[config.mk]
export PLATFORM = sky130hd
export DESIGN_NAME = bitslice_alu
export DESIGN_NICKNAME = d
export VERILOG_FILES = /design/src/rtl/bsalu_pkg.sv /design/src/rtl/bsalu_cell.sv /design/src/rtl/bsalu_flags.sv /design/src/rtl/bitslice_alu.sv
export SDC_FILE = /design/constraint.sdc
export NUM_CORES = 1
export LEC_CHECK = 0
export BUFFER_PORTS_ARGS = -buffer_cell sky130_fd_sc_hd__buf_2
export CAP_MARGIN = 20
export CELL_PAD_IN_SITES_DETAIL_PLACEMENT = 1
export CELL_PAD_IN_SITES_GLOBAL_PLACEMENT = 1
export CORE_MARGIN = 1
export CORE_UTILIZATION = 37
export DETAILED_ROUTE_END_ITERATION = 16
export PLACE_DENSITY_LB_ADDON = 0.1
export RECOVER_POWER = 100
export SYNTH_ARGS = -nofsm -noshare
export SYNTH_HDL_FRONTEND = slang
export SYNTH_SLANG_ARGS = --single-unit
[constraint.sdc]
create_clock -name vclk -period 15.7
set_input_delay 1.57 -clock vclk [all_inputs]
set_output_delay 1.57 -clock vclk [all_outputs]
set_load 0.005 [all_outputs]
[src/rtl/bsalu_pkg.sv]
package bsalu_pkg;
   localparam int unsigned OPC_W = 4;

   typedef enum logic [1:0] {
      SEL_AND  = 2'b00,
      SEL_OR   = 2'b01,
      SEL_SUM  = 2'b10,
      SEL_LESS = 2'b11
   } sel_e;

   typedef struct packed {
      logic inv_a;
      logic neg_b;
      sel_e sel;
   } opcode_t;

   localparam logic [OPC_W-1:0] OPC_AND = 4'b0000;
   localparam logic [OPC_W-1:0] OPC_OR  = 4'b0001;
   localparam logic [OPC_W-1:0] OPC_ADD = 4'b0010;
   localparam logic [OPC_W-1:0] OPC_SUB = 4'b0110;
   localparam logic [OPC_W-1:0] OPC_SLT = 4'b0111;
   localparam logic [OPC_W-1:0] OPC_NOR = 4'b1100;
endpackage

[src/rtl/bsalu_cell.sv]
module bsalu_cell
   import bsalu_pkg::*;
(
   input  logic a_i,
   input  logic b_i,
   input  logic inv_a_i,
   input  logic neg_b_i,
   input  sel_e sel_i,
   input  logic carry_i,
   input  logic less_i,
   output logic res_o,
   output logic carry_o,
   output logic sum_o,
   output logic a_eff_o,
   output logic b_eff_o
);
   logic a_x, b_x, and_x, or_x, sum_x, cy_x;

   assign a_x   = inv_a_i ? ~a_i : a_i;
   assign b_x   = neg_b_i ? ~b_i : b_i;
   assign and_x = a_x & b_x;
   assign or_x  = a_x | b_x;
   assign sum_x = a_x ^ b_x ^ carry_i;
   assign cy_x  = (a_x & b_x) | (a_x & carry_i) | (b_x & carry_i);

   always_comb begin
      unique case (sel_i)
         SEL_AND:  res_o = and_x;
         SEL_OR:   res_o = or_x;
         SEL_SUM:  res_o = sum_x;
         SEL_LESS: res_o = less_i;
         default:  res_o = 1'b0;
      endcase
   end

   assign carry_o = cy_x;
   assign sum_o   = sum_x;
   assign a_eff_o = a_x;
   assign b_eff_o = b_x;
endmodule

[src/rtl/bsalu_flags.sv]
module bsalu_flags
   import bsalu_pkg::*;
#(
   parameter int unsigned WIDTH = 32
) (
   input  logic [WIDTH-1:0] result_i,
   input  sel_e             sel_i,
   input  logic             c_top_in_i,
   input  logic             c_top_out_i,
   input  logic             sum_top_i,
   input  logic             a_top_i,
   input  logic             b_top_i,
   output logic             set_o,
   output logic             zero_o,
   output logic             ovf_o,
   output logic             carry_o
);
   logic raw_ovf, arith;

   assign raw_ovf = c_top_in_i ^ c_top_out_i;
   assign arith   = (sel_i == SEL_SUM);
   assign set_o   = sum_top_i ^ raw_ovf;
   assign zero_o  = ~(|result_i);
   assign ovf_o   = arith & raw_ovf;
   assign carry_o = arith & c_top_out_i;

   always_comb begin
      if (ovf_o) begin
         AST_NO_OVERFLOW: assert (a_top_i == b_top_i)
            else $error("overflow with operands of opposite sign");
         AST_OVF_SIGN: assert (sum_top_i != a_top_i)
            else $error("overflow but sign of result matches operand");
      end
   end
endmodule

[src/rtl/bitslice_alu.sv]
module bitslice_alu
   import bsalu_pkg::*;
#(
   parameter int unsigned WIDTH = 32
) (
   input  logic [WIDTH-1:0] a_i,
   input  logic [WIDTH-1:0] b_i,
   input  logic [3:0]       op_i,
   output logic [WIDTH-1:0] result_o,
   output logic             carry_o,
   output logic             overflow_o,
   output logic             zero_o
);
   localparam int unsigned MSB = WIDTH - 1;

   if (WIDTH < 2) begin : g_bad_width
      $error("bitslice_alu needs WIDTH of at least 2");
   end

   opcode_t          opc;
   logic [WIDTH:0]   cy;
   logic [WIDTH-1:0] sum_v, a_eff, b_eff, res_v;
   logic             set_bit, ovf_w, cout_w, zero_w;

   assign opc   = opcode_t'(op_i);
   assign cy[0] = opc.neg_b;

   for (genvar i = 0; i < WIDTH; i++) begin : g_cell
      logic less_w;
      if (i == 0) begin : g_lsb
         assign less_w = set_bit;
      end else begin : g_upper
         assign less_w = 1'b0;
      end
      bsalu_cell u_cell (
         .a_i     (a_i[i]),
         .b_i     (b_i[i]),
         .inv_a_i (opc.inv_a),
         .neg_b_i (opc.neg_b),
         .sel_i   (opc.sel),
         .carry_i (cy[i]),
         .less_i  (less_w),
         .res_o   (res_v[i]),
         .carry_o (cy[i+1]),
         .sum_o   (sum_v[i]),
         .a_eff_o (a_eff[i]),
         .b_eff_o (b_eff[i])
      );
   end

   bsalu_flags #(.WIDTH(WIDTH)) u_flags (
      .result_i    (res_v),
      .sel_i       (opc.sel),
      .c_top_in_i  (cy[MSB]),
      .c_top_out_i (cy[WIDTH]),
      .sum_top_i   (sum_v[MSB]),
      .a_top_i     (a_eff[MSB]),
      .b_top_i     (b_eff[MSB]),
      .set_o       (set_bit),
      .zero_o      (zero_w),
      .ovf_o       (ovf_w),
      .carry_o     (cout_w)
   );

   assign result_o   = res_v;
   assign carry_o    = cout_w;
   assign overflow_o = ovf_w;
   assign zero_o     = zero_w;

   always_comb begin
      if (op_i == OPC_SLT) begin
         AST_SLT_VALUE: assert (result_o[0] == ($signed(a_i) < $signed(b_i)))
            else $error("less-than bit wrong");
         AST_SLT_UPPER: assert (result_o[MSB:1] == '0)
            else $error("less-than upper bits not zero");
      end
      if (op_i == OPC_SUB) begin
         AST_SUB_CARRY: assert (carry_o == (a_i >= b_i))
            else $error("subtract carry does not match borrow");
      end
      if (op_i == OPC_AND || op_i == OPC_OR || op_i == OPC_NOR || op_i == OPC_SLT) begin
         AST_LOGIC_FLAGS: assert (!overflow_o && !carry_o)
            else $error("flag raised by non-arithmetic operation");
      end
   end
endmodule

### Yosys cells after proc, flatten, opt, wreduce, memory -nomap -nowiden

Index checks and enable logic that the tools add are counted.

| cells by class | value |
|---|---|
| bitwise gates (word level) | 325 |
| reduce and logical (&&, ||, !) cells | 2 |
| eq/ne operators | 3 |
| multiplexer cells | 96 |

Operators by type and width:

| cell | number |
|---|---|
| 1-bit one-hot mux with 4 select lines | 32 |
| 1-bit bitwise AND | 98 |
| 1-bit OR | 96 |
| 1-bit XOR | 66 |
| 1-bit NOT | 65 |
| 1-bit 2-to-1 mux | 64 |
| 32-bit OR reduction | 1 |
| 2-bit equality test (second input constant) | 2 |
| 2-bit by 1-bit equality test with 1-bit output (second input constant) | 1 |
| 2-bit zero test | 1 |

| storage, ports and cells | value |
|---|---|
| output and inout port bits | 35 |
| flip-flop bits (word level) | 0 |
| input bits | 68 |
| word-level logic and storage cells | 426 |

### Depth between registers and ports, before layout

Gate-level depths: netlist of run 1.

| logic depth | value |
|---|---|
| depth after elaboration | 103 |
| depth in mapped cells | 43 |

### Cells and area by module

A second synthesis of run 1 with hierarchy kept.

| second synthesis, totals | value |
|---|---|
| cell total of the unflattened synthesis | 400 |
| area, all modules | 3553.4 um^2 |

By module, submodules not included:

| module | instances | area an instance (um^2) | cells an instance |
|---|---|---|---|
| bsalu_cell | 32 | 107.6 | 12 |
| bsalu_flags | 1 | 106.4 | 15 |
| bitslice_alu | 1 | 3.8 | 1 |

### Least setup slack after synthesis of run 1

Ideal clock, no wire load.

| timing | value |
|---|---|
| path kind | input -> output |
| from | in op_i[3] |
| to | out zero_o |
| cell stages on the path | 41 |
| path slack | -1058 ps |
| data arrival time | 15188 ps |
| path buffers | 2 |
| required time | 14130 ps |
| cell sequence | clkbuf_1 -> buf_1 -> xor2_1 -> inv_1 -> fa_1 -> inv_1 -> fa_1 -> inv_1 -> fa_1 -> fa_1 -> fa_1 -> fa_1 -> fa_1 -> fa_1 -> fa_1 -> fa_1 -> fa_1 -> fa_1 -> [... 5 more ...] -> fa_1 -> fa_1 -> fa_1 -> fa_1 -> fa_1 -> fa_1 -> fa_1 -> fa_1 -> fa_1 -> fa_1 -> fa_1 -> fa_1 -> fa_1 -> fa_1 -> mux4_2 -> nor3_1 -> nor4b_2 -> and4_1 |

| between the ends | value |
|---|---|
| cells in the longest elaborated chain, start to end | 102 |
| elaborated cells between the ends (all ways) | 323 |

Ends and longest elaborated chain:

| what | line | source |
|---|---|---|
| start: declaration | bitslice_alu.sv:8 | `input logic [3:0] op_i,` |
| 1-bit 2-to-1 mux | bsalu_cell.sv:19 | `assign a_x = inv_a_i ? ~a_i : a_i;` |
| 1-bit bitwise AND, on equally long branches | bsalu_cell.sv:21, bsalu_cell.sv:24 |  |
| 1-bit OR (2 in series) | bsalu_cell.sv:24 | `assign cy_x = (a_x & b_x) \| (a_x & carry_i) \| (b_x & carry_i);` |
| 1-bit bitwise AND | bsalu_cell.sv:24 |  |
| 1-bit OR (2 in series) | bsalu_cell.sv:24 |  |
| 1-bit bitwise AND | bsalu_cell.sv:24 |  |
| 1-bit OR (2 in series) | bsalu_cell.sv:24 |  |
| 1-bit bitwise AND | bsalu_cell.sv:24 |  |
| [... 83 more ...] | -- |  |
| 1-bit bitwise AND | bsalu_cell.sv:24 |  |
| 1-bit OR (2 in series) | bsalu_cell.sv:24 |  |
| 1-bit XOR | bsalu_flags.sv:20 | `assign raw_ovf = c_top_in_i ^ c_top_out_i;` |
| 1-bit XOR | bsalu_flags.sv:22 | `assign set_o = sum_top_i ^ raw_ovf;` |
| 1-bit one-hot mux with 4 select lines (*) | bsalu_cell.sv:27 | `unique case (sel_i)` |
| net g_cell[0].u_cell.res_o | bsalu_cell.sv:11 | `output logic res_o,` |
| 32-bit OR reduction (*) | bsalu_flags.sv:23 | `assign zero_o = ~(\|result_i);` |
| 1-bit NOT (*) | bsalu_flags.sv:23 |  |
| end: declaration | bitslice_alu.sv:12 | `output logic zero_o` |

Mark *: on every way through the listed nets, which the timed path passes. The rest lies on a longest branch.

### Worst setup path after layout of run 1

| timing | value |
|---|---|
| from | in op_i[3] |
| to | out zero_o |

| between the ends | value |
|---|---|
| cells in the longest elaborated chain, start to end | 102 |
| elaborated cells between the ends (all ways) | 323 |

Ends and longest elaborated chain:

| what | line |
|---|---|
| 1-bit 2-to-1 mux | bsalu_cell.sv:19 |
| 1-bit bitwise AND, on equally long branches | bsalu_cell.sv:21, bsalu_cell.sv:24 |
| 1-bit OR (2 in series) | bsalu_cell.sv:24 |
| 1-bit bitwise AND | bsalu_cell.sv:24 |
| 1-bit OR (2 in series) | bsalu_cell.sv:24 |
| 1-bit bitwise AND | bsalu_cell.sv:24 |
| 1-bit OR (2 in series) | bsalu_cell.sv:24 |
| 1-bit bitwise AND | bsalu_cell.sv:24 |
| [... 81 more ...] | -- |
| 1-bit OR (2 in series) | bsalu_cell.sv:24 |
| 1-bit bitwise AND | bsalu_cell.sv:24 |
| 1-bit OR (2 in series) | bsalu_cell.sv:24 |
| 1-bit XOR | bsalu_flags.sv:20 |
| 1-bit XOR | bsalu_flags.sv:22 |
| 1-bit one-hot mux with 4 select lines | bsalu_cell.sv:27 |
| 32-bit OR reduction (*) | bsalu_flags.sv:23 |
| 1-bit NOT (*) | bsalu_flags.sv:23 |

Mark *: on every way between the ends. The rest lies on a longest branch, timed or not.

==> results of run 1 <==
==> per-layer routing <==
layer / share of wire (%) / wire [um] / vias up / global-route usage, %
li1: - / - / 1379 / -
met1: 46 / 3800 / 1340 / 23.1
met2: 51 / 4270 / 66 / 33.1
met3: 2.8 / 230 / 2 / 0.0703
met4: 0.29 / 24 / 0 / 0.452
met5: 0 / 0 / - / 0
==> cells in the final DEF, fill, tap and decap left out, drive strengths merged <==
master / count
buf: 131
inv: 78
xor2: 65
ha: 64
nor2b: 36
fa: 32
o21ai: 19
o31a: 18
mux2i: 11
o22ai: 11
nor4: 6
nand2b: 3
nor2: 2
and4: 2
xnor2: 1
a21oi: 1
or2: 1
and2: 1
o32ai: 1
mux4: 1
or4: 1
nor3: 1
nor4b: 1
nor3b: 1
and3b: 1
nand2: 1
==> cell type report <==
class | instances | share of cell area [%]
timing repair buffer | 131 | 17.6
tap | 111 | 3.36
multi-input combinational | 281 | 71.9
inverter | 78 | 7.09
==> power by group <==
| part | internal [uW] | total (uW) | switching [uW] |
|---|---|---|---|
| logic | 84.2 | 180 | 96.0 |
| registers | 0 | 0 | 0 |
| clock network | 0 | 0 | 0 |
| total | 84.2 | 180 | 96.0 |
==> metrics by stage <==
stage | instances | TNS [ns] | total power, uW | util, %
5_1_grt | 601 | -0.336 | 208 | 44.9
6_report | 601 | 0 | 180 | 44.9
4_1_cts | 600 | -0.0271 | 184 | 44.7
2_1_floorplan | 414 | 0 | 134 | -
3_5_place_dp | 600 | -0.983 | 179 | 44.2
3_3_place_gp | 600 | -0.752 | 172 | 44.2
==> cell families (layout without fill, tap and decap cells) <==
| family | count (synthesis) | in the layout | synth area share (%) |
|---|---|---|---|
| AO/OA/AOI/OAI | 50 | 50 | 9.55 |
| XOR/XNOR | 66 | 66 | 16.5 |
| adder cells (fa/ha/maj) | 96 | 96 | 41.1 |
| buffers and inverters | 133 | 209 | 18.5 |
| multiplexers | 12 | 12 | 3.78 |
| AND/OR/NAND/NOR | 57 | 57 | 10.7 |
==> critical path, delay by kind of cell <==
kind                       cells  cell delay, ns
adders and majority gates     31           10.70
muxes                          1            0.50
xor gates and xnor gates       1            0.16
buffers and inverters          6            0.57
and+or+nand+nor                3            0.56
==> worst min-delay path by stage <==
stage                   end  depth (start not counted)
2_1_floorplan  result_o[11]                          3
3_3_place_gp   result_o[29]                          6
3_5_place_dp   result_o[29]                          6
4_1_cts        result_o[29]                          6
5_1_grt        result_o[17]                          6
6_report       result_o[29]                          6
==> repair_timing <==
item / in CTS / in global routing
hold endpoints to repair: 0 / 0
setup endpoints to repair: 3 / 2
setup buffers: 0 / 1
pin swaps: 3 / 3
resized for setup: 17 / 4
==> reports/results.txt, run 1 <==
Status -> completed
I/O Pins -> 103
Post-CTS Hold Fix Bufs -> 0
Worst endpoint required time -> 14.13 ns
N_diodes -> 0
PortBufs -> 103
Most frequent cells after synthesis -> inv_1, xor2_1, ha_1
Synth cell types -> 31
RSZ-0062 raised after global routing -> true
Placed cell area -> 4060 sq um
Min-delay worst type -> primary input to primary output
Net count after synthesis -> 578
Crit. Startpoint -> op_i[3]
Max_slew headroom -> 36.6%
Largest net degree at the start of global routing -> 74
Fin. max-slew vios -> 0
Final Setup Violations -> 0
Kind of end point of the critical path -> primary output
Cell mode on critical path -> fa_2
Placeable Area -> 9200 sq um
Power density cells -> 43.6 nW/um^2
Max Fclk -> 0.0640 GHz
Pleak -> 0.00224 uW
Syn avg cell area -> 8.48 sq um
Global-route wire length before repair -> 14.0 mm
Tot GR Track Use -> 17.3%
Seq/Total Area, Yosys -> 0%
Min setup slack post-route -> 0.0661 ns
Worst Tran Pin Value -> 0.952 ns
Setup Crit Path Kind -> primary input to primary output
Mean routed wirelength per cell -> 13.9 um
Critical path capture point -> zero_o
Final net count -> 656
Mapped Area -> 3510 sq um
Dominant cells by area after synthesis -> ha_1, fa_1, xor2_1
Die area -> 9880 sq um
WL final -> 8.33 mm
Tmin final -> 15.63 ns
Die Ht -> 99.4 um
Post-DP HPWL -> 7.06 mm
Top-count cell post-synth -> inv_1
Crit-path slowest cell -> mux4_2
Worst slack, placed -> -0.643 ns
WHS -> 3.80 ns
Vias in the first global route -> 3010
Reg area -> 0 sq um
Area delta synth->final -> 17.7%
Remaining global-route overflow -> 0
GPL Wtd Cong -> 0.829
Initial Util -> 38.2%
Worst setup SP type -> primary input
Detailed-route DRC error count -> 0
Final-layout fill cell count -> 1149
Synth top area share -> 22.8%
Layout cell share with drive strength beyond 1 -> 34.9%
DRT iter0 DRCs -> 16
Final Hold Fails -> 0
Post-Synthesis Cells -> 414
Yosys top cell by area -> ha_1
Hold_sp -> a_i[29]
Multi-input gate area -> 2970 sq um
Max Cap Viol -> 0
Critical path arrival -> 14.06 ns
Finished Cell Area -> 4130 sq um
Worst VDD drop -> 0.0207 mV
FP Rows -> 35
Initial DRT Pass Iterations -> 4
Largest stage delay on the critical path -> 0.50 ns
Tcrit/Tclk final -> 99.6%
Vias -> 2787
Yosys warns -> 0
Layout clock buffer count -> 0
Routed Antenna Nets -> 0
Crit-path max FO -> 3
Vias per inst -> 4.64
Die X -> 99.4 um
Num sequential -> 0
Initial antenna violation count -> 0
No activity file was read; power rests on OpenSTA's default activity.
==> run 2: changes to the inputs <==
- CORE_UTILIZATION: 37 -> 25
==> run 2 against run 1 <==
  * Clock-buffer cell count unchanged
  * Die area is 47% higher
  * Worst hold slack got worse by 0.013 ns
  * Routed wire length rose by 10%
  * Combinational power hardly changed
  * Largest cell class unchanged
  * Largest power group unchanged
  * Highest routed layer is now met3
==> reports/results.txt, run 2 (synthesized netlist as in run 1, its figures left out) <==
Tmin final -> 15.65 ns (was 15.63 ns)
Initial antenna violation count -> 0 (unchanged)
Initial Util -> 26.1% (was 38.2%)
Met2 GRT Util -> 24.9% (was 33.1%)
Most frequent cells in the layout -> buf_2, inv_1, ha_1 (unchanged)
Routed Antenna Nets -> 0 (unchanged)
Largest net degree at the start of global routing -> 74 (unchanged)
Kind of end point of the critical path -> primary output (unchanged)
Die X -> 121 um (was 99.4 um)
GPL Wtd Cong -> 0.684 (was 0.829)
Critical path arrival -> 14.08 ns (was 14.06 ns)
Vias per inst -> 4.12 (was 4.64)
Clock Power Share -> 0% (about the same)
Layout cell share with drive strength beyond 1 -> 35.2% (was 34.9%)
Post-DP HPWL -> 7.59 mm (was 7.06 mm)
Initial DRT Pass Iterations -> 4 (unchanged)
Setup TNS -> 0 ns (unchanged)
Max Fclk -> 0.0639 GHz (was 0.0640 GHz)
Tot GR Track Use -> 13.0% (was 17.3%)
DRT iter0 DRCs -> 56 (was 16)
Power density cells -> 42.8 nW/um^2 (was 43.6 nW/um^2)
Worst endpoint required time -> 14.13 ns (about the same)
Vias -> 2736 (was 2787)
Fin. max-slew vios -> 0 (unchanged)
Final Setup Violations -> 0 (unchanged)
Detailed-route DRC error count -> 0 (unchanged)
Min-delay worst type -> primary input to primary output (unchanged)
Num sequential -> 0 (unchanged)
Final Hold Fails -> 0 (unchanged)
FP Rows -> 42 (was 35)
Crit-path slowest cell -> mux4_2 (unchanged)
Global-route wire length before repair -> 15.2 mm (was 14.0 mm)
Sw Ratio -> 53.6% (was 53.3%)
Net Switching -> 97.1 uW (was 96.0 uW)
I/O Pins -> 103 (unchanged)
Final net count -> 654 (was 656)
Min setup slack post-route -> 0.0493 ns (was 0.0661 ns)
Remaining global-route overflow -> 0 (unchanged)
Worst Tran Pin Value -> 0.746 ns (was 0.952 ns)
Mean routed wirelength per cell -> 13.8 um (was 13.9 um)
RSZ-0062 raised after global routing -> true (unchanged)
Largest stage delay on the critical path -> 0.49 ns (was 0.50 ns)
Area delta synth->final -> 20.6% (was 17.7%)
Layout clock buffer count -> 0 (unchanged)
M1 GR Usage -> 17.0% (was 23.1%)
PortBufs -> 103 (unchanged)
N_diodes -> 0 (unchanged)
WL final -> 9.17 mm (was 8.33 mm)
Final-layout fill cell count -> 1636 (was 1149)
Pleak -> 0.00223 uW (was 0.00224 uW)
Setup Crit Path Kind -> primary input to primary output (unchanged)
Die Ht -> 121 um (was 99.4 um)
Tcrit/Tclk final -> 99.7% (was 99.6%)
Cell mode on critical path -> fa_2 (unchanged)
Reg area -> 0 sq um (unchanged)
Seq pwr share -> 0% (about the same)
WHS -> 3.79 ns (was 3.80 ns)
Multi-input gate area -> 2990 sq um (was 2970 sq um)
Post-CTS Hold Fix Bufs -> 0 (unchanged)
Worst VDD drop -> 0.0130 mV (was 0.0207 mV)
Power share of the combinational group -> 100.0% (about the same)
Most common cell after layout, fill and taps aside -> buf_2 (unchanged)
Worst setup SP type -> primary input (unchanged)
Crit-path max FO -> 4 (was 3)
Max Cap Viol -> 0 (unchanged)
Worst slack, placed -> -0.769 ns (was -0.643 ns)
Status -> completed (unchanged)
Placeable Area -> 13500 sq um (was 9200 sq um)
Die area -> 14500 sq um (was 9880 sq um)
Internal power -> 84.0 uW (was 84.2 uW)
Vias in the first global route -> 3078 (was 3010)
Max_slew headroom -> 50.3% (was 36.6%)
Global route hottest layer -> met2 (unchanged)
GR Util met3 -> 0.377% (was 0.0703%)
run 2: worst max-delay path: cells and delay by family:
kind	cells	cell delay [ns]
AOI/OAI and AO/OA	1	0.05
xor gates and xnor gates	1	0.17
adders and majority gates	31	10.76
buffers and inverters	5	0.38
muxes	1	0.49
and+or+nand+nor	4	0.65
run 2: metal layers:
| metal | share of wire (%) | vias to the layer above |
|---|---|---|
| li1 | - | 1375 |
| met2 | 51 | 56 |
| met3 | 3.1 | 0 |
| met4 | 0 | 0 |
| met1 | 46 | 1305 |
| met5 | 0 | - |
run 2: layout make-up:
cell class,instances,area share [%]
inverters,78,6.92
multi-input cells,281,70.7
well taps,176,5.20
repair buffers,129,17.2
run 2: worst paths after layout:
path  startpoint      endpoint  slack [ns]  cells after the start
max      op_i[3]        zero_o        0.05                     43
min      b_i[29]  result_o[29]        3.79                      6
run 2: power by group through the flow:
stage	logic, uW	clock network [uW]	registers (uW)
after global routing	211	0	0
after detailed placement	180	0	0
after floorplan	134	0	0
final	181	0	0
after global placement	176	0	0
after CTS	185	0	0
run 2: timing repair:
action,in CTS,in global routing
setup buffers,1,1
pin swaps,5,4
setup endpoints to repair,3,2
resized for setup,22,8
run 2: per-stage QoR:
step,utilization [%],power [uW],area (sq um),cells
floorplan,-,134,3580,414
finish,31.5,181,4230,664
global placement,30.6,176,4120,662
detailed placement,30.6,180,4120,662
global route,31.5,211,4230,664
CTS,31.2,185,4200,663
==> run 3: changes to the inputs <==
- BUFFER_PORTS_ARGS: -buffer_cell sky130_fd_sc_hd__buf_2 -> unset
- DONT_BUFFER_PORTS: unset -> 1
==> run 3 against run 2 <==
  * Global-route usage shrank 0.96 points
  * Worst setup slack gained 0.10 ns
  * Worst hold slack lost 0.59 ns
  * First-iteration DRC count grew 23%
  * Combinational power shrank 20%
  * Largest cell class unchanged
==> reports/results.txt, run 3 (synthesized netlist as in run 1, its figures left out) <==
Num sequential -> 0 (unchanged)
Status -> completed (unchanged)
Tcrit/Tclk final -> 99.0% (was 99.7%)
Kind of end point of the critical path -> primary output (unchanged)
Vias in the first global route -> 2599 (was 3078)
Initial DRT Pass Iterations -> 4 (unchanged)
Worst slack, placed -> -0.705 ns (was -0.769 ns)
Final Setup Violations -> 0 (unchanged)
Post-DP HPWL -> 6.95 mm (was 7.59 mm)
WL final -> 8.74 mm (was 9.17 mm)
Crit-path max FO -> 32 (was 4)
Routed Antenna Nets -> 0 (unchanged)
Worst VDD drop -> 0.0125 mV (was 0.0130 mV)
Most frequent cells in the layout -> inv_1, ha_1, xor2_1 (was buf_2, inv_1, ha_1)
Worst setup SP type -> primary input (unchanged)
Layout clock buffer count -> 0 (unchanged)
Fin. max-slew vios -> 0 (unchanged)
Tot GR Track Use -> 12.0% (was 13.0%)
Layout cell share with drive strength beyond 1 -> 14.1% (was 35.2%)
Min-delay worst type -> primary input to primary output (unchanged)
DRT iter0 DRCs -> 69 (was 56)
Final Hold Fails -> 0 (unchanged)
Detailed-route DRC error count -> 0 (unchanged)
Initial antenna violation count -> 0 (unchanged)
Pleak -> 0.00174 uW (was 0.00223 uW)
Critical path arrival -> 13.98 ns (was 14.08 ns)
Global-route wire length before repair -> 13.8 mm (was 15.2 mm)
RSZ-0062 raised after global routing -> true (unchanged)
Setup Crit Path Kind -> primary input to primary output (unchanged)
Initial Util -> 26.1% (unchanged)
Largest stage delay on the critical path -> 0.51 ns (was 0.49 ns)
Remaining global-route overflow -> 0 (unchanged)
Power density cells -> 40.6 nW/um^2 (was 42.8 nW/um^2)
M1 GR Usage -> 15.2% (was 17.0%)
Cell mode on critical path -> fa_2 (unchanged)
Placeable Area -> 13500 sq um (unchanged)
Finished Cell Area -> 3580 sq um (was 4230 sq um)
Tmin final -> 15.55 ns (was 15.65 ns)
Die X -> 121 um (unchanged)
Max Fclk -> 0.0643 GHz (was 0.0639 GHz)
I/O Pins -> 103 (unchanged)
Worst endpoint required time -> 14.13 ns (about the same)
Met2 GRT Util -> 22.5% (was 24.9%)
GPL Wtd Cong -> 0.711 (was 0.684)
Max Cap Viol -> 0 (unchanged)
N_diodes -> 0 (unchanged)
Mean routed wirelength per cell -> 16.0 um (was 13.8 um)
PortBufs -> 0 (was 103)
Final net count -> 535 (was 654)
Post-CTS setup repair buffer count -> 0 (was 1)
Most common cell after layout, fill and taps aside -> inv_1 (was buf_2)
Vias per inst -> 4.31 (was 4.12)
Final-layout fill cell count -> 1606 (was 1636)
Area delta synth->final -> 1.92% (was 20.6%)
FP Rows -> 42 (unchanged)
Global route hottest layer -> met2 (unchanged)
Vias -> 2347 (was 2736)
Crit-path slowest cell -> mux4_2 (unchanged)
Min setup slack post-route -> 0.149 ns (was 0.0493 ns)
Die area -> 14500 sq um (unchanged)
Reg area -> 0 sq um (unchanged)
Placed cell area -> 3500 sq um (was 4120 sq um)
Largest net degree at the start of global routing -> 74 (unchanged)
Worst Tran Pin Value -> 0.716 ns (was 0.746 ns)
WHS -> 3.20 ns (was 3.79 ns)
GR Util met3 -> 2.12% (was 0.377%)
Max_slew headroom -> 52.2% (was 50.3%)
Die Ht -> 121 um (unchanged)
[run 3: timing repair]
action | CTS | global route
pin swaps | 5 | 5
hold buffers | 0 | 0
setup endpoints to repair | 3 | 1
gates resized for setup | 18 | 5
[run 3: final timing paths]
check | start | slack, ns | cells past startpoint | to
max | op_i[3] | 0.15 | 41 | zero_o
min | op_i[0] | 3.20 | 1 | overflow_o
[run 3: per-layer routing]
layer  vias up  wire (um)
met5         -          0
met4         0          0
met3         0        530
met2        59       4390
met1      1152       3810
li1       1136          -
[run 3: cell type report]
class	instances	area (sq um)	share of cell area (%)
Tap cell	176	220	6.15
Inverter	78	293	8.18
Timing Repair Buffer	10	75.1	2.10
Multi-Input combinational cell	281	2990	83.6
[run 3: per-stage QoR]
step | std cells | setup TNS (ns) | utilization (%) | total power [uW]
CTS | 545 | 0 | 26.5 | 149
global route | 545 | -0.238 | 26.6 | 171
floorplan | 414 | 0 | - | 134
global placement | 545 | -0.511 | 26.0 | 143
finish | 545 | 0 | 26.6 | 145
detailed placement | 545 | -0.924 | 26.0 | 145
[run 3: report_power, final]
group / switching [uW] / internal, uW
logic: 79.8 / 65.4
registers: 0 / 0
clock network: 0 / 0
total: 79.8 / 65.4
[run 3: worst max-delay path, delay by kind of cell]
family	cells	cell delay, ns
compound gates	1	0.06
xor+xnor	1	0.16
fa+ha+maj	31	10.73
buf+inv	3	0.18
mux	1	0.51
simple gates	4	0.76
